==> src/rtl/eectl_pkg.sv <==
package eectl_pkg;

    typedef enum logic [2:0] {
        ST_IDLE,
        ST_SINGLE_RD,
        ST_SINGLE_WR,
        ST_BURST_HI,
        ST_BURST_LO,
        ST_BURST_DATA,
        ST_BURST_EMIT
    } ee_state_e;

    localparam logic [2:0] SEL_CTRL  = 3'd0;
    localparam logic [2:0] SEL_ADDR  = 3'd1;
    localparam logic [2:0] SEL_DATA  = 3'd2;
    localparam logic [2:0] SEL_BASE  = 3'd3;
    localparam logic [2:0] SEL_BURST = 3'd4;

    localparam int unsigned CTL_WR_BIT   = 0;
    localparam int unsigned CTL_RD_BIT   = 1;
    localparam int unsigned BURST_GO_BIT = 0;

    localparam int unsigned BASE_W  = 9;
    localparam int unsigned LOW_W   = 15;
    localparam int unsigned MEM_AW  = BASE_W + LOW_W;
    localparam logic [15:0] REC_END = 16'hFFFF;

endpackage

==> src/rtl/eectl_regs.sv <==
module eectl_regs
    import eectl_pkg::*;
#(
    parameter int unsigned EE_AW = 11,
    parameter int unsigned HW    = 16
) (
    input  logic              clk,
    input  logic              rst_n,
    input  logic              acc_we,
    input  logic [2:0]        acc_sel,
    input  logic [HW-1:0]     acc_wdata,
    input  logic              ld_rd,
    input  logic [7:0]        rd_byte,
    output logic [EE_AW-1:0]  addr_q,
    output logic [7:0]        data_q,
    output logic [BASE_W-1:0] base_q
);

    logic unused_wdata;
    assign unused_wdata = ^acc_wdata;

    always_ff @(posedge clk or negedge rst_n) begin
        if (!rst_n) begin
            addr_q <= '0;
            data_q <= '0;
            base_q <= '0;
        end else begin
            if (acc_we && acc_sel == SEL_ADDR) begin
                addr_q <= acc_wdata[EE_AW-1:0];
            end
            if (acc_we && acc_sel == SEL_BASE) begin
                base_q <= acc_wdata[BASE_W-1:0];
            end
            if (ld_rd) begin
                data_q <= rd_byte;
            end else if (acc_we && acc_sel == SEL_DATA) begin
                data_q <= acc_wdata[7:0];
            end
        end
    end

endmodule

==> src/rtl/eectl_fsm.sv <==
module eectl_fsm
    import eectl_pkg::*;
#(
    parameter int unsigned EE_AW = 11,
    parameter int unsigned HW    = 16
) (
    input  logic              clk,
    input  logic              rst_n,
    input  logic              acc_we,
    input  logic [2:0]        acc_sel,
    input  logic [HW-1:0]     acc_wdata,
    input  logic [EE_AW-1:0]  addr_q,
    input  logic [7:0]        data_q,
    input  logic [BASE_W-1:0] base_q,
    input  logic              ee_ack,
    input  logic [7:0]        ee_rdata,
    output ee_state_e         st_q,
    output logic              ee_req,
    output logic              ee_we,
    output logic [EE_AW-1:0]  ee_addr,
    output logic [7:0]        ee_wdata,
    output logic              ld_rd,
    output logic              mem_we,
    output logic [MEM_AW-1:0] mem_addr,
    output logic [7:0]        mem_wdata
);

    localparam logic [EE_AW-1:0] PTR_STEP = EE_AW'(1);

    ee_state_e        st_d;
    logic [EE_AW-1:0] ptr_q;
    logic [7:0]       rec_hi_q;
    logic [7:0]       rec_lo_q;
    logic [7:0]       rec_dat_q;
    logic             go_rd;
    logic             go_wr;
    logic             go_burst;
    logic             unused_bits;

    assign unused_bits = ^{acc_wdata, rec_hi_q[7]};

    assign go_rd    = acc_we && acc_sel == SEL_CTRL  && acc_wdata[CTL_RD_BIT];
    assign go_wr    = acc_we && acc_sel == SEL_CTRL  && acc_wdata[CTL_WR_BIT];
    assign go_burst = acc_we && acc_sel == SEL_BURST && acc_wdata[BURST_GO_BIT];

    // next-state logic
    always_comb begin
        st_d = st_q;
        unique case (st_q)
            ST_IDLE: begin
                if (go_rd)         st_d = ST_SINGLE_RD;
                else if (go_wr)    st_d = ST_SINGLE_WR;
                else if (go_burst) st_d = ST_BURST_HI;
            end
            ST_SINGLE_RD,
            ST_SINGLE_WR: begin
                if (ee_ack) st_d = ST_IDLE;
            end
            ST_BURST_HI: begin
                if (ee_ack) st_d = ST_BURST_LO;
            end
            ST_BURST_LO: begin
                if (ee_ack) begin
                    st_d = ({rec_hi_q, ee_rdata} == REC_END) ? ST_IDLE
                                                             : ST_BURST_DATA;
                end
            end
            ST_BURST_DATA: begin
                if (ee_ack) st_d = ST_BURST_EMIT;
            end
            ST_BURST_EMIT: st_d = ST_BURST_HI;
            default:       st_d = ST_IDLE;
        endcase
    end

    // state register with pointer and record capture
    always_ff @(posedge clk or negedge rst_n) begin
        if (!rst_n) begin
            st_q      <= ST_IDLE;
            ptr_q     <= '0;
            rec_hi_q  <= '0;
            rec_lo_q  <= '0;
            rec_dat_q <= '0;
        end else begin
            st_q <= st_d;
            if (ee_ack) begin
                unique case (st_q)
                    ST_SINGLE_RD,
                    ST_SINGLE_WR: ptr_q <= addr_q + PTR_STEP;
                    ST_BURST_HI: begin
                        rec_hi_q <= ee_rdata;
                        ptr_q    <= ptr_q + PTR_STEP;
                    end
                    ST_BURST_LO: begin
                        rec_lo_q <= ee_rdata;
                        ptr_q    <= ptr_q + PTR_STEP;
                    end
                    ST_BURST_DATA: begin
                        rec_dat_q <= ee_rdata;
                        ptr_q     <= ptr_q + PTR_STEP;
                    end
                    default: ;
                endcase
            end
        end
    end

    // outputs
    always_comb begin
        ee_req    = 1'b0;
        ee_we     = 1'b0;
        ee_addr   = ptr_q;
        ee_wdata  = data_q;
        ld_rd     = 1'b0;
        mem_we    = 1'b0;
        mem_addr  = {base_q, rec_hi_q[6:0], rec_lo_q};
        mem_wdata = rec_dat_q;
        unique case (st_q)
            ST_IDLE: ;
            ST_SINGLE_RD: begin
                ee_req  = 1'b1;
                ee_addr = addr_q;
                ld_rd   = ee_ack;
            end
            ST_SINGLE_WR: begin
                ee_req  = 1'b1;
                ee_we   = 1'b1;
                ee_addr = addr_q;
            end
            ST_BURST_HI,
            ST_BURST_LO,
            ST_BURST_DATA: ee_req = 1'b1;
            ST_BURST_EMIT: mem_we = 1'b1;
            default: ;
        endcase
    end

endmodule

==> src/rtl/eeprom_access_ctrl.sv <==
module eeprom_access_ctrl
    import eectl_pkg::*;
#(
    parameter int unsigned EE_AW = 11,
    parameter int unsigned HW    = 16
) (
    input  logic             clk,
    input  logic             rst_n,
    input  logic             host_we,
    input  logic [2:0]       host_sel,
    input  logic [HW-1:0]    host_wdata,
    output logic             rd_pend,
    output logic             wr_pend,
    output logic             burst_pend,
    output logic [7:0]       rdata_q,
    output logic             ee_req,
    output logic             ee_we,
    output logic [EE_AW-1:0] ee_addr,
    output logic [7:0]       ee_wdata,
    input  logic             ee_ack,
    input  logic [7:0]       ee_rdata,
    output logic             mem_we,
    output logic [23:0]      mem_addr,
    output logic [7:0]       mem_wdata
);

    ee_state_e        st;
    logic             acc_we;
    logic             ld_rd;
    logic [EE_AW-1:0] addr_q;
    logic [BASE_W-1:0] base_q;

    // host writes only land while idle
    assign acc_we = host_we && (st == ST_IDLE);

    assign rd_pend    = (st == ST_SINGLE_RD);
    assign wr_pend    = (st == ST_SINGLE_WR);
    assign burst_pend = (st == ST_BURST_HI) || (st == ST_BURST_LO) ||
                        (st == ST_BURST_DATA) || (st == ST_BURST_EMIT);

    eectl_regs #(.EE_AW(EE_AW), .HW(HW)) u_regs (
        .clk       (clk),
        .rst_n     (rst_n),
        .acc_we    (acc_we),
        .acc_sel   (host_sel),
        .acc_wdata (host_wdata),
        .ld_rd     (ld_rd),
        .rd_byte   (ee_rdata),
        .addr_q    (addr_q),
        .data_q    (rdata_q),
        .base_q    (base_q)
    );

    eectl_fsm #(.EE_AW(EE_AW), .HW(HW)) u_fsm (
        .clk       (clk),
        .rst_n     (rst_n),
        .acc_we    (acc_we),
        .acc_sel   (host_sel),
        .acc_wdata (host_wdata),
        .addr_q    (addr_q),
        .data_q    (rdata_q),
        .base_q    (base_q),
        .ee_ack    (ee_ack),
        .ee_rdata  (ee_rdata),
        .st_q      (st),
        .ee_req    (ee_req),
        .ee_we     (ee_we),
        .ee_addr   (ee_addr),
        .ee_wdata  (ee_wdata),
        .ld_rd     (ld_rd),
        .mem_we    (mem_we),
        .mem_addr  (mem_addr),
        .mem_wdata (mem_wdata)
    );

endmodule

==> config.mk <==
export PLATFORM = sky130hd
export DESIGN_NAME = eeprom_access_ctrl
export DESIGN_NICKNAME = d
export VERILOG_FILES = /design/src/rtl/eectl_pkg.sv /design/src/rtl/eectl_regs.sv /design/src/rtl/eectl_fsm.sv /design/src/rtl/eeprom_access_ctrl.sv
export SDC_FILE = /design/constraint.sdc
export NUM_CORES = 1
export LEC_CHECK = 0
export ABC_AREA = 1
export BUFFER_PORTS_ARGS = -buffer_cell sky130_fd_sc_hd__buf_2
export CAP_MARGIN = 0
export CORE_UTILIZATION = 53
export CTS_CLUSTER_DIAMETER = 150
export DETAILED_ROUTE_END_ITERATION = 8
export PLACE_DENSITY = 0.85
export SETUP_SLACK_MARGIN = 0.2
export SYNTH_ARGS = -nofsm -noshare
export SYNTH_HDL_FRONTEND = slang
export SYNTH_HIERARCHICAL = 1
export SYNTH_SLANG_ARGS = --single-unit
export TNS_END_PERCENT = 100
==> constraint.sdc <==
create_clock -name clk -period 2.4 [get_ports clk]
set_input_delay 0.12 -clock clk [delete_from_list [all_inputs] [get_ports clk]]
set_output_delay 0.12 -clock clk [all_outputs]
set_load 0.01 [all_outputs]
==> impl_table.tex, run 1 <==
\begin{tabular}{lr}
\hline
Metric & Value \\
\hline
\multicolumn{2}{l}{\textbf{Flow run}} \\
\quad Max-Cap Viols & 0 \\
\multicolumn{2}{l}{\textbf{Finish}} \\
\quad Number of fillers in the final layout & 561 \\
\quad Area growth from synthesis to layout & 16.0\% \\
\quad Antenna Cells & 0 \\
\quad Share of post-route cells with drive strength above 1 & 0.286 \\
\quad Number of nets at the end of the flow & 576 \\
\multicolumn{2}{l}{\textbf{Yosys}} \\
\quad Synthesis warning total & 6 \\
\quad Synth Cell Area & 3730 um2 \\
\quad Synthesized netlist net count & 507 \\
\quad Synth Area per Inst & 7.85 um2 \\
\quad Distinct cells, synth & 35 \\
\quad Number of flip-flops and latches in the synthesized netlist & 66 \\
\quad Syn Inst Count & 475 \\
\quad Part of the Yosys area used for sequential elements & 0.443 \\
\multicolumn{2}{l}{\textbf{Detailed routing}} \\
\quad Final routed wirelength across all metal layers & 8.74 mm \\
\quad Vias & 3387 \\
\quad Final antenna-violating net count & 0 \\
\quad Via density & 5.25 \\
\quad Detailed-routing iteration count for the pre-antenna-repair pass & 6 \\
\quad \# DRC & 0 \\
\quad Post-detailed-route wirelength per cell & 13.6 um \\
\quad Starting DRT DRC Count & 226 \\
\multicolumn{2}{l}{\textbf{Floorplan}} \\
\quad Die outline height & 85.9 um \\
\quad Core region area & 6790 um2 \\
\quad Die outline width & 85.9 um \\
\quad Effective utilization at floorplan & 0.549 \\
\quad Area of the die & 7370 um2 \\
\quad Number of rows created at floorplan & 30 \\
\quad Io pins & 96 \\
\multicolumn{2}{l}{\textbf{Global route}} \\
\quad Wire length of the first global-routing pass & 14.3 mm \\
\quad Tot GR Track Use & 0.250 \\
\quad Total overflow reported by the global router & 0 \\
\quad Maximum number of pins on one net before global-route repair & 35 \\
\quad Vias in the first global route & 3129 \\
\quad Number of antenna violations at the first check in global routing & 0 \\
\multicolumn{2}{l}{\textbf{Timing}} \\
\quad Final setup violation count & 0 \\
\quad Highest attainable clock frequency & 493 MHz \\
\quad Tightest Pin Transition & 749 ps \\
\quad Fraction of the cycle the final worst path needs & 0.844 \\
\quad Maximum clock skew at final layout & 1.98 ps \\
\quad Setup repair after global routing missed its margin & no \\
\quad Headroom to the max-slew limit & 0.501 \\
\quad Worst hold slack after final layout & 17.0 ps \\
\quad Final period demand of the worst path & 2030 ps \\
\quad Final max-slew violation count & 0 \\
\quad Count of endpoints failing hold in the final timing report & 0 \\
\quad Setup TNS & 0 ps \\
\multicolumn{2}{l}{\textbf{Power and ir drop}} \\
\quad Final Total Pwr & 5760 uW \\
\quad Reported leakage power & 0.00229 uW \\
\quad Pwr/cell area & 1330 nW/um2 \\
\quad Maximum vdd ir drop & 0.000910 V \\
\multicolumn{2}{l}{\textbf{Placement}} \\
\quad Quantity of I/O buffers inserted on ports & 90 \\
\quad Last weighted congestion value of the routability-driven placer & 0.875 \\
\quad Sum of net half-perimeters after detailed placement & 6.18 mm \\
\multicolumn{2}{l}{\textbf{Setup path}} \\
\quad Number of cells traversed by the worst register-to-register path & 11 \\
\quad Required time of the critical path & 2630 ps \\
\quad Data arrival time of the critical path & 2260 ps \\
\quad Highest net fanout along the worst path & 11 \\
\quad CP startpoint kind & flop \\
\quad Class of the most critical setup path & flop to flop \\
\quad Crit end category & flop \\
\multicolumn{2}{l}{\textbf{Clocking}} \\
\quad TritonCTS clock tree & done \\
\quad Number of clock sinks & 66 \\
\quad CTS clock-pin slew for the worst setup and hold paths & 70 ps \\
\quad Maximum clock path buffer count & 2 \\
\quad Clock insertion delay at the later pin of the skew report & 350 ps \\
\quad Max H-tree Level & 3 \\
\quad TritonCTS Buffers & 9 \\
\quad Setup Fix Bufs, Post-CTS & 0 \\
\quad Buffer type at the clock tree root & clkbuf\_8 \\
\multicolumn{2}{l}{\textbf{Min path}} \\
\quad Class of the most critical hold timing path & input pin to flop \\
\quad Worst hold stages & 3 \\
\multicolumn{2}{l}{\textbf{Status}} \\
\quad Outcome & completed \\
\hline
\end{tabular}
[synth_stat cells, drive strengths merged]
library cell / number / area [um2]
nand4: 27 / 169
clkinv: 1 / 3.75
nor3b: 1 / 7.51
clkbuf: 4 / 25.0
nand2: 198 / 796
o21ai: 33 / 173
ha: 1 / 12.5
o22ai: 1 / 6.26
nor2: 20 / 125
xor2: 2 / 17.5
o21bai: 1 / 7.51
a21oi: 5 / 36.3
nor4: 1 / 6.26
nand3b: 1 / 7.51
dfrtp: 66 / 1650
or2: 1 / 6.26
o21a: 8 / 60.1
nand3: 28 / 178
buf: 37 / 284
inv: 34 / 130
nor3: 5 / 25.0
[final timing paths]
kind	startpoint	to	slack [ps]
min in group asynchronous	rst_n	u_fsm/st_q[1]	380
worst min-delay path	host_wdata[9]	u_regs/addr_q[9]	20
max in group asynchronous	rst_n	u_regs/addr_q[10]	1390
worst min register to register	u_regs/base_q[3]	u_regs/base_q[3]	470
worst max register to register	u_fsm/st_q[2]	u_fsm/ptr_q[5]	370
worst max-delay path	u_fsm/st_q[2]	u_fsm/ptr_q[5]	370
[per-stage QoR]
stage                     cell area (um2)  cells  worst slack [ps]  utilization
final                                4330    645               374        0.637
after detailed placement             4060    628               239        0.598
after global placement               4060    628               324        0.598
after floorplan                      3730    475               531            -
after global routing                 4330    645               177        0.637
after CTS                            4300    645               219        0.632
[power breakdown]
group | switching (uW) | internal (uW) | total [uW]
Combinational | 1730 | 1040 | 2780
Clock | 450 | 586 | 1040
Sequential | 360 | 1590 | 1950
Total | 2540 | 3220 | 5760
[critical path: stages, from the launching register on]
cell	delay, ps
dfrtp_2	490
inv_1	160
nand3_2	150
nand3_4	190
buf_4	200
nand2_1	70
nand2_2	120
nand3_2	130
nor2_4	150
nand2_1	80
nand3_1	80
o21ai_0	90
[final cells by class]
cell class	count	area [um2]	area share
multi-input combinational	333	1670	0.385
sequential	66	1650	0.382
timing repair buffer	99	533	0.123
inverter	35	134	0.0310
clock buffer	10	128	0.0295
tap	96	120	0.0278
clock inverter	6	91.3	0.0211
[registers in the layout, summed over array words and instances (netlist names)]
name,count
u_regs/base_q,9
u_regs/addr_q,11
u_fsm/rec_lo_q,8
u_regs/data_q,8
u_fsm/mem_wdata,8
u_fsm/rec_hi_q,8
u_fsm/st_q,3
u_fsm/ptr_q,11
[layout by cell type, fill, tap and decap left out, types with 5 or more instances in the layout]
cell,synthesis,routed
nand2_1,185,184
buf_2,5,90
dfrtp_1,66,64
inv_1,29,29
o21ai_0,29,29
nand4_1,27,27
nand3_1,22,20
nor2_1,10,10
clkbuf_8,1,9
nand2_2,9,9
o21a_1,8,8
buf_4,27,7
nand3_2,5,6
nor2_4,5,5
nand2_4,4,5
nor2_2,5,5
[routing by layer]
metal  up-vias  track usage  wire, um
met5         -            0         0
met4         0       0.0985       185
met3        18       0.0818       656
met2       135        0.400      4230
met1      1589        0.315      3670
li1       1645            -         -
[kinds of logic (layout without fill, tap and decap cells)]
logic type,count (synthesis),count (layout),synth area share
xor gates and xnor gates,2,2,0.00470
DFF,66,66,0.443
adders and majority gates,1,1,0.00336
buffers and inverters,76,150,0.119
AOI/OAI and AO/OA,48,48,0.0759
and+or+nand+nor,282,282,0.354
[repair_timing]
action	CTS	global route
hold buffers	1	0
endpoints found under the hold margin	32	0
endpoints found under the setup margin	7	18
resized for setup	1	8
(Power assumes the default switching activity.)
==> run 2: changes to the inputs <==
CORE_UTILIZATION = 48   (was 53)
PLACE_DENSITY = 0.81   (was 0.85)
clock period = 1.7 ns   (was 2.4 ns; I/O delays follow)
==> impl_table.tex, run 2 (same netlist as run 1, synthesis figures left out) <==
\begin{tabular}{lr}
\hline
Metric & Value \\
\hline
\multicolumn{2}{l}{\textbf{Power and ir drop}} \\
\quad Reported leakage power & 0.00276 uW (+20\%) \\
\quad Maximum vdd ir drop & 0.00102 V (+12\%) \\
\quad Final Total Pwr & 10800 uW (+88\%) \\
\quad Pwr/cell area & 1980 nW/um2 (+49\%) \\
\multicolumn{2}{l}{\textbf{Timing}} \\
\quad Final period demand of the worst path & 1970 ps (-53.2 ps) \\
\quad Final max-slew violation count & 0 (unchanged) \\
\quad Setup repair after global routing missed its margin & yes \\
\quad Highest attainable clock frequency & 507 MHz (+2.7\%) \\
\quad Worst Setup Slack, final & -273 ps (-647 ps) \\
\quad Tightest Pin Transition & 497 ps (-252 ps) \\
\quad Maximum clock skew at final layout & 15.8 ps (+13.8 ps) \\
\quad Final setup violation count & 55 (+55) \\
\quad Fraction of the cycle the final worst path needs & 1.16 (+0.316) \\
\quad Count of endpoints failing hold in the final timing report & 0 (unchanged) \\
\quad Headroom to the max-slew limit & 0.666 (+0.165) \\
\multicolumn{2}{l}{\textbf{Clocking}} \\
\quad TritonCTS clock tree & done \\
\quad Number of clock sinks & 66 (unchanged) \\
\quad Maximum clock path buffer count & 2 (unchanged) \\
\quad CTS clock-pin slew for the worst setup and hold paths & 80 ps (about the same) \\
\quad Buffer type at the clock tree root & clkbuf\_8 \\
\quad Clock insertion delay at the later pin of the skew report & 350 ps (about the same) \\
\quad TritonCTS Buffers & 9 (unchanged) \\
\quad Max H-tree Level & 3 (unchanged) \\
\multicolumn{2}{l}{\textbf{Setup path}} \\
\quad Required time of the critical path & 1940 ps (-690 ps) \\
\quad Maximum single-stage delay on the critical path & 440 ps (-50 ps) \\
\quad Cell at the slowest stage of the critical path & dfrtp\_2 \\
\quad CP Buf/Inv Count & 2 (unchanged) \\
\quad Class of the most critical setup path & flop to flop \\
\quad Highest net fanout along the worst path & 8 (-3) \\
\quad Cell breakdown of the critical path & inv\_4 -> buf\_6 -> nand3\_4 -> nand3\_4 -> nand2\_2 -> nand2\_4 -> ha\_4 -> nand2\_2 -> nor2\_2 -> nand2\_1 -> nand2\_1 -> nand2\_1 -> nand2\_1 -> nand2\_1 \\
\quad Data arrival time of the critical path & 2210 ps (-50 ps) \\
\quad Kind of cell with the highest combined delay on the critical path & simple AND/OR/NAND/NOR gates \\
\quad Crit path top cell by count & nand2\_1 \\
\quad Crit end category & flop \\
\quad CP startpoint kind & flop \\
\multicolumn{2}{l}{\textbf{Placement}} \\
\quad Quantity of I/O buffers inserted on ports & 90 (unchanged) \\
\quad Worst setup slack after placement & -93.6 ps (-333 ps) \\
\quad Sum of net half-perimeters after detailed placement & 6.66 mm (+7.8\%) \\
\quad Last weighted congestion value of the routability-driven placer & 0.889 (+1.6\%) \\
\multicolumn{2}{l}{\textbf{Floorplan}} \\
\quad Die outline height & 90.1 um (+5.0\%) \\
\quad Area of the die & 8120 um2 (+10\%) \\
\quad Core region area & 7370 um2 (+8.5\%) \\
\quad Effective utilization at floorplan & 0.506 (-0.0428) \\
\quad Io pins & 96 (unchanged) \\
\quad Number of rows created at floorplan & 31 (+3.3\%) \\
\quad Die outline width & 90.1 um (+5.0\%) \\
\multicolumn{2}{l}{\textbf{Detailed routing}} \\
\quad Final routed wirelength across all metal layers & 12.2 mm (+39\%) \\
\quad Vias & 3924 (+16\%) \\
\quad Final antenna-violating net count & 0 (unchanged) \\
\quad Via density & 5.51 (+5.0\%) \\
\quad \# DRC & 0 (unchanged) \\
\quad Detailed-routing iteration count for the pre-antenna-repair pass & 5 (-1) \\
\quad Starting DRT DRC Count & 305 (+35\%) \\
\quad Post-detailed-route wirelength per cell & 17.1 um (+26\%) \\
\multicolumn{2}{l}{\textbf{Finish}} \\
\quad Post-layout util & 0.739 (+0.102) \\
\quad Largest registers ranked by flip-flop count & u\_fsm/ptr\_q: 11 flops, u\_regs/addr\_q: 11 flops, u\_regs/base\_q: 9 flops \\
\quad Multi-input combinational cell area & 2100 um2 (+26\%) \\
\quad Area growth from synthesis to layout & 46.1\% \\
\quad Number of fillers in the final layout & 469 (-16\%) \\
\quad Antenna Cells & 0 (unchanged) \\
\quad Share of post-route cells with drive strength above 1 & 0.485 (+0.199) \\
\quad Most frequent standard cell in the layout excluding fill and tap cells & nand2\_1 \\
\quad Commonest cells after routing, fill and taps aside & 134 x nand2\_1, 89 x buf\_2, 63 x dfrtp\_1 \\
\quad Area occupied by registers & 1660 um2 (about the same) \\
\quad Number of nets at the end of the flow & 640 (+11\%) \\
\multicolumn{2}{l}{\textbf{Global route}} \\
\quad Tot GR Track Use & 0.257 (+0.00653) \\
\quad Total overflow reported by the global router & 0 (unchanged) \\
\quad Wire length of the first global-routing pass & 16.8 mm (+18\%) \\
\quad Vias in the first global route & 3571 (+14\%) \\
\quad Number of antenna violations at the first check in global routing & 0 (unchanged) \\
\quad Maximum number of pins on one net before global-route repair & 67 (+91\%) \\
\multicolumn{2}{l}{\textbf{Status}} \\
\quad Outcome & complete, but fails checks \\
\quad Violated checks & negative setup slack \\
\multicolumn{2}{l}{\textbf{Flow run}} \\
\quad Max-Cap Viols & 0 (unchanged) \\
\multicolumn{2}{l}{\textbf{Min path}} \\
\quad Class of the most critical hold timing path & input pin to flop \\
\hline
\end{tabular}
==> run 2: changes by cell type in the layout (fill, tap and decap cells not counted), sizes merged <==
cell	delta
clkinv	-1
bufinv	-1
nand3	+2
dlygate4sd3	+2
nand2	+1
clkinvlp	+1
clkbuf	+3
buf	+57
==> run 2: worst min-delay path: stages <==
cell and delay, ps:
buf_2 100, nand4_1 80, nand2_1 50
==> run 2: per-layer routing <==
metal / GRT usage / up-vias / share of wire
met2: 0.421 / 221 / 0.50
li1: - / 1786 / -
met1: 0.329 / 1867 / 0.38
met4: 0.106 / 0 / 0.042
met3: 0.0558 / 50 / 0.079
met5: 0 / - / 0
==> run 2: area by class of cell <==
type,count,share of cell area
flip-flops and latches,66,0.304
well taps,99,0.0227
multi-input cells,336,0.386
clock buffers,11,0.0278
inverters,35,0.0264
clock inverters,5,0.0113
repair buffers,160,0.222
==> run 2: final timing paths <==
path                                   from                 to  slack, ps  cells after the start
max                           u_fsm/st_q[1]     u_fsm/ptr_q[8]       -270                     14
min                          host_wdata[10]  u_regs/addr_q[10]         10                      3
max reg2reg                   u_fsm/st_q[1]     u_fsm/ptr_q[8]       -270                     14
min reg2reg                u_regs/base_q[6]   u_regs/base_q[6]        470                      2
max in group asynchronous             rst_n      u_fsm/st_q[1]       1100                      3
min in group asynchronous             rst_n   u_regs/addr_q[0]        270                      3
==> run 2: repair_timing <==
action | CTS | global route
gates resized for setup | 51 | 89
endpoints found under the hold margin | 68 | 0
hold buffers | 3 | 0
endpoints found under the setup margin | 58 | 67
cloned | 2 | 5
buffers inserted | 18 | 11
pin swaps | 28 | 37
==> run 2: power by group <==
group          switching [uW]  internal [uW]
logic                    3570           2980
clock network             663            763
registers                 591           2240
==> run 2: metrics by stage <==
step	setup TNS [ps]	hold WS [ps]	cells	instance area, um2
after floorplan	0	-211	475	3810
after global placement	-118	129	657	4380
after detailed placement	-653	134	657	4380
after CTS	-4170	3.33	696	4980
after global routing	-10570	1.99	712	5450
final	-6810	14.8	712	5450
==> run 3: changes to the inputs <==
SETUP_SLACK_MARGIN = unset   (was 0.2)
==> impl_table.tex, run 3 (same netlist as run 1, synthesis figures left out) <==
\begin{tabular}{lr}
\hline
Metric & Value \\
\hline
\multicolumn{2}{l}{\textbf{Power and ir drop}} \\
\quad Internal Power & 5710 uW (-4.5\%) \\
\quad Switching part of the total & 0.444 (-0.00208) \\
\quad Sw Pwr & 4570 uW (-5.3\%) \\
\quad Pwr/cell area & 1950 nW/um2 (-2.0\%) \\
\quad Final Total Pwr & 10300 uW (-4.9\%) \\
\quad Clock share of power & 0.133 (about the same) \\
\quad Reported leakage power & 0.00268 uW (-2.9\%) \\
\quad Combinational share of power & 0.597 (-0.009) \\
\quad Sequential share of power & 0.270 (+0.008) \\
\quad Maximum vdd ir drop & 0.000940 V (-8.1\%) \\
\multicolumn{2}{l}{\textbf{Finish}} \\
\quad Share of post-route cells with drive strength above 1 & 0.437 (-0.0475) \\
\quad Number of nets at the end of the flow & 638 (-0.31\%) \\
\quad Area growth from synthesis to layout & 41.8\% \\
\quad Number of fillers in the final layout & 533 (+14\%) \\
\quad Most frequent standard cell in the layout excluding fill and tap cells & nand2\_1 \\
\quad Commonest cells after routing, fill and taps aside & 152 x nand2\_1, 88 x buf\_2, 63 x dfrtp\_1 \\
\quad Largest registers ranked by flip-flop count & u\_fsm/ptr\_q: 11 flops, u\_regs/addr\_q: 11 flops, u\_regs/base\_q: 9 flops \\
\quad Antenna Cells & 0 (unchanged) \\
\multicolumn{2}{l}{\textbf{Setup path}} \\
\quad Highest net fanout along the worst path & 5 (-3) \\
\quad Required time of the critical path & 1620 ps (-320 ps) \\
\quad CP Buf/Inv Count & 5 (+3) \\
\quad Number of cells traversed by the worst register-to-register path & 14 (unchanged) \\
\quad CP startpoint kind & flop \\
\quad Crit path top cell by count & buf\_4 \\
\quad Cell at the slowest stage of the critical path & dfrtp\_2 \\
\quad Data arrival time of the critical path & 1940 ps (-270 ps) \\
\quad Cell breakdown of the critical path & inv\_1 -> buf\_4 -> nand3\_2 -> nand2\_4 -> buf\_4 -> buf\_6 -> nand2\_1 -> o21ai\_0 -> buf\_2 \\
\quad Maximum single-stage delay on the critical path & 430 ps (about the same) \\
\quad Class of the most critical setup path & flop to output pin \\
\quad CP Depth & 9 (-5) \\
\quad Crit end category & output pin \\
\quad Kind of cell with the highest combined delay on the critical path & buffers and inverters \\
\multicolumn{2}{l}{\textbf{Clocking}} \\
\quad TritonCTS clock tree & done \\
\quad CTS clock-pin slew for the worst setup and hold paths & 80 ps (about the same) \\
\quad TritonCTS Buffers & 9 (unchanged) \\
\quad Number of clock sinks & 66 (unchanged) \\
\quad Clock insertion delay at the later pin of the skew report & 350 ps (about the same) \\
\quad Maximum clock path buffer count & 2 (unchanged) \\
\quad Max H-tree Level & 3 (unchanged) \\
\quad Buffer type at the clock tree root & clkbuf\_8 \\
\multicolumn{2}{l}{\textbf{Placement}} \\
\quad Sum of net half-perimeters after detailed placement & 6.76 mm (+1.5\%) \\
\quad Quantity of I/O buffers inserted on ports & 90 (unchanged) \\
\quad Last weighted congestion value of the routability-driven placer & 0.881 (-0.98\%) \\
\multicolumn{2}{l}{\textbf{Timing}} \\
\quad Highest attainable clock frequency & 494 MHz (-2.5\%) \\
\quad Worst Setup Slack, final & -324 ps (-50.8 ps) \\
\quad Final max-slew violation count & 0 (unchanged) \\
\quad Tightest Pin Transition & 628 ps (+131 ps) \\
\quad Final period demand of the worst path & 2020 ps (+50.8 ps) \\
\quad Fraction of the cycle the final worst path needs & 1.19 (+0.0299) \\
\quad Maximum clock skew at final layout & 7.04 ps (-8.77 ps) \\
\quad Count of endpoints failing hold in the final timing report & 0 (unchanged) \\
\quad Headroom to the max-slew limit & 0.581 (-0.0849) \\
\quad Setup TNS & -4600 ps (+2200 ps) \\
\quad Final setup violation count & 46 (-16\%) \\
\quad Setup repair after global routing missed its margin & yes \\
\multicolumn{2}{l}{\textbf{Floorplan}} \\
\quad Number of rows created at floorplan & 31 (unchanged) \\
\quad Effective utilization at floorplan & 0.506 (unchanged) \\
\quad Die outline width & 90.1 um (unchanged) \\
\quad Core region area & 7370 um2 (unchanged) \\
\quad Area of the die & 8120 um2 (unchanged) \\
\quad Io pins & 96 (unchanged) \\
\quad Die outline height & 90.1 um (unchanged) \\
\multicolumn{2}{l}{\textbf{Global route}} \\
\quad Maximum number of pins on one net before global-route repair & 26 (-61\%) \\
\quad Wire length of the first global-routing pass & 16.1 mm (-4.2\%) \\
\quad Tot GR Track Use & 0.249 (-0.00805) \\
\quad Total overflow reported by the global router & 0 (unchanged) \\
\quad Vias in the first global route & 3485 (-2.4\%) \\
\quad Number of antenna violations at the first check in global routing & 0 (unchanged) \\
\multicolumn{2}{l}{\textbf{Detailed routing}} \\
\quad Detailed-routing iteration count for the pre-antenna-repair pass & 6 (+1) \\
\quad Final antenna-violating net count & 0 (unchanged) \\
\quad Vias & 3902 (-0.56\%) \\
\quad Starting DRT DRC Count & 288 (-5.6\%) \\
\quad \# DRC & 0 (unchanged) \\
\quad Post-detailed-route wirelength per cell & 16.4 um (-3.7\%) \\
\quad Via density & 5.50 (-0.28\%) \\
\quad Final routed wirelength across all metal layers & 11.7 mm (-4.0\%) \\
\multicolumn{2}{l}{\textbf{Status}} \\
\quad Outcome & complete, but fails checks \\
\quad Violated checks & negative setup slack \\
\multicolumn{2}{l}{\textbf{Flow run}} \\
\quad Max-Cap Viols & 0 (unchanged) \\
\multicolumn{2}{l}{\textbf{Min path}} \\
\quad Worst hold stages & 3 (unchanged) \\
\quad Class of the most critical hold timing path & input pin to flop \\
\hline
\end{tabular}
[run 3: cell count changes in the layout (fill, tap and decap cells not counted), sizes merged]
cell / delta
buf: -3
dlygate4sd3: +2
clkbuf: -1
clkinv: +1
nand2: -1
[run 3: path summary, 6_finish.rpt]
kind / start / end / slack [ps]
max: u_fsm/st_q[2] / ee_addr[10] / -320
min: host_wdata[3] / u_regs/addr_q[3] / 20
max reg2reg: u_fsm/st_q[0] / u_fsm/ptr_q[8] / -210
min reg2reg: u_regs/base_q[8] / u_regs/base_q[8] / 480
max in group asynchronous: rst_n / u_fsm/rec_hi_q[7] / 850
min in group asynchronous: rst_n / u_fsm/ptr_q[1] / 290
[run 3: metrics by stage]
stage                     instances   util  setup slack [ps]  cell area, um2  hold slack (ps)
after floorplan                 475      -             -13.2            3760             -211
after global placement          664  0.595             -43.1            4390              132
after detailed placement        664  0.595              -133            4390              139
after CTS                       693  0.659              -194            4860             6.41
after global routing            710  0.717              -412            5280             29.9
final                           710  0.717              -324            5280             23.2
[run 3: repair_timing]
action                     in CTS  in global routing
setup buffers                   8                 14
resized for setup              39                 79
pin swaps                      14                 41
hold endpoints to repair       27                  0
hold buffers                    5                  0
setup endpoints to repair      34                 62
gates cloned                    0                  4
[run 3: layout make-up]
class                      count  area [um2]  area share
sequential                    66        1660       0.313
inverter                      35         148      0.0279
clock inverter                 6        66.3      0.0126
timing repair buffer         159        1170       0.222
tap                           99         124      0.0234
clock buffer                  10         138      0.0260
multi-input combinational    335        1980       0.375
[run 3: layer usage]
layer  global-route usage  vias up  wire length (um)
met2                0.428      244              5920
met1                0.301     1823              4440
met4               0.0995        0               384
li1                     -     1782                 -
met5                    0        -                 0
met3               0.0550       53               936
[run 3: worst reg2reg max path, delay by kind of cell (launching register included)]
family / cells / cell delay, ps
buffers and inverters: 2 / 220
adder cells (fa/ha/maj): 1 / 190
flip-flops: 1 / 460
AND/OR/NAND/NOR: 11 / 930
[run 3: power by group through the flow]
stage	Sequential [uW]	Clock [uW]	Combinational, uW
after floorplan	2780	0	2920
after global placement	2720	0	4390
after detailed placement	2750	0	4510
after CTS	2710	1390	5020
after global routing	2850	1460	6530
final	2780	1370	6140
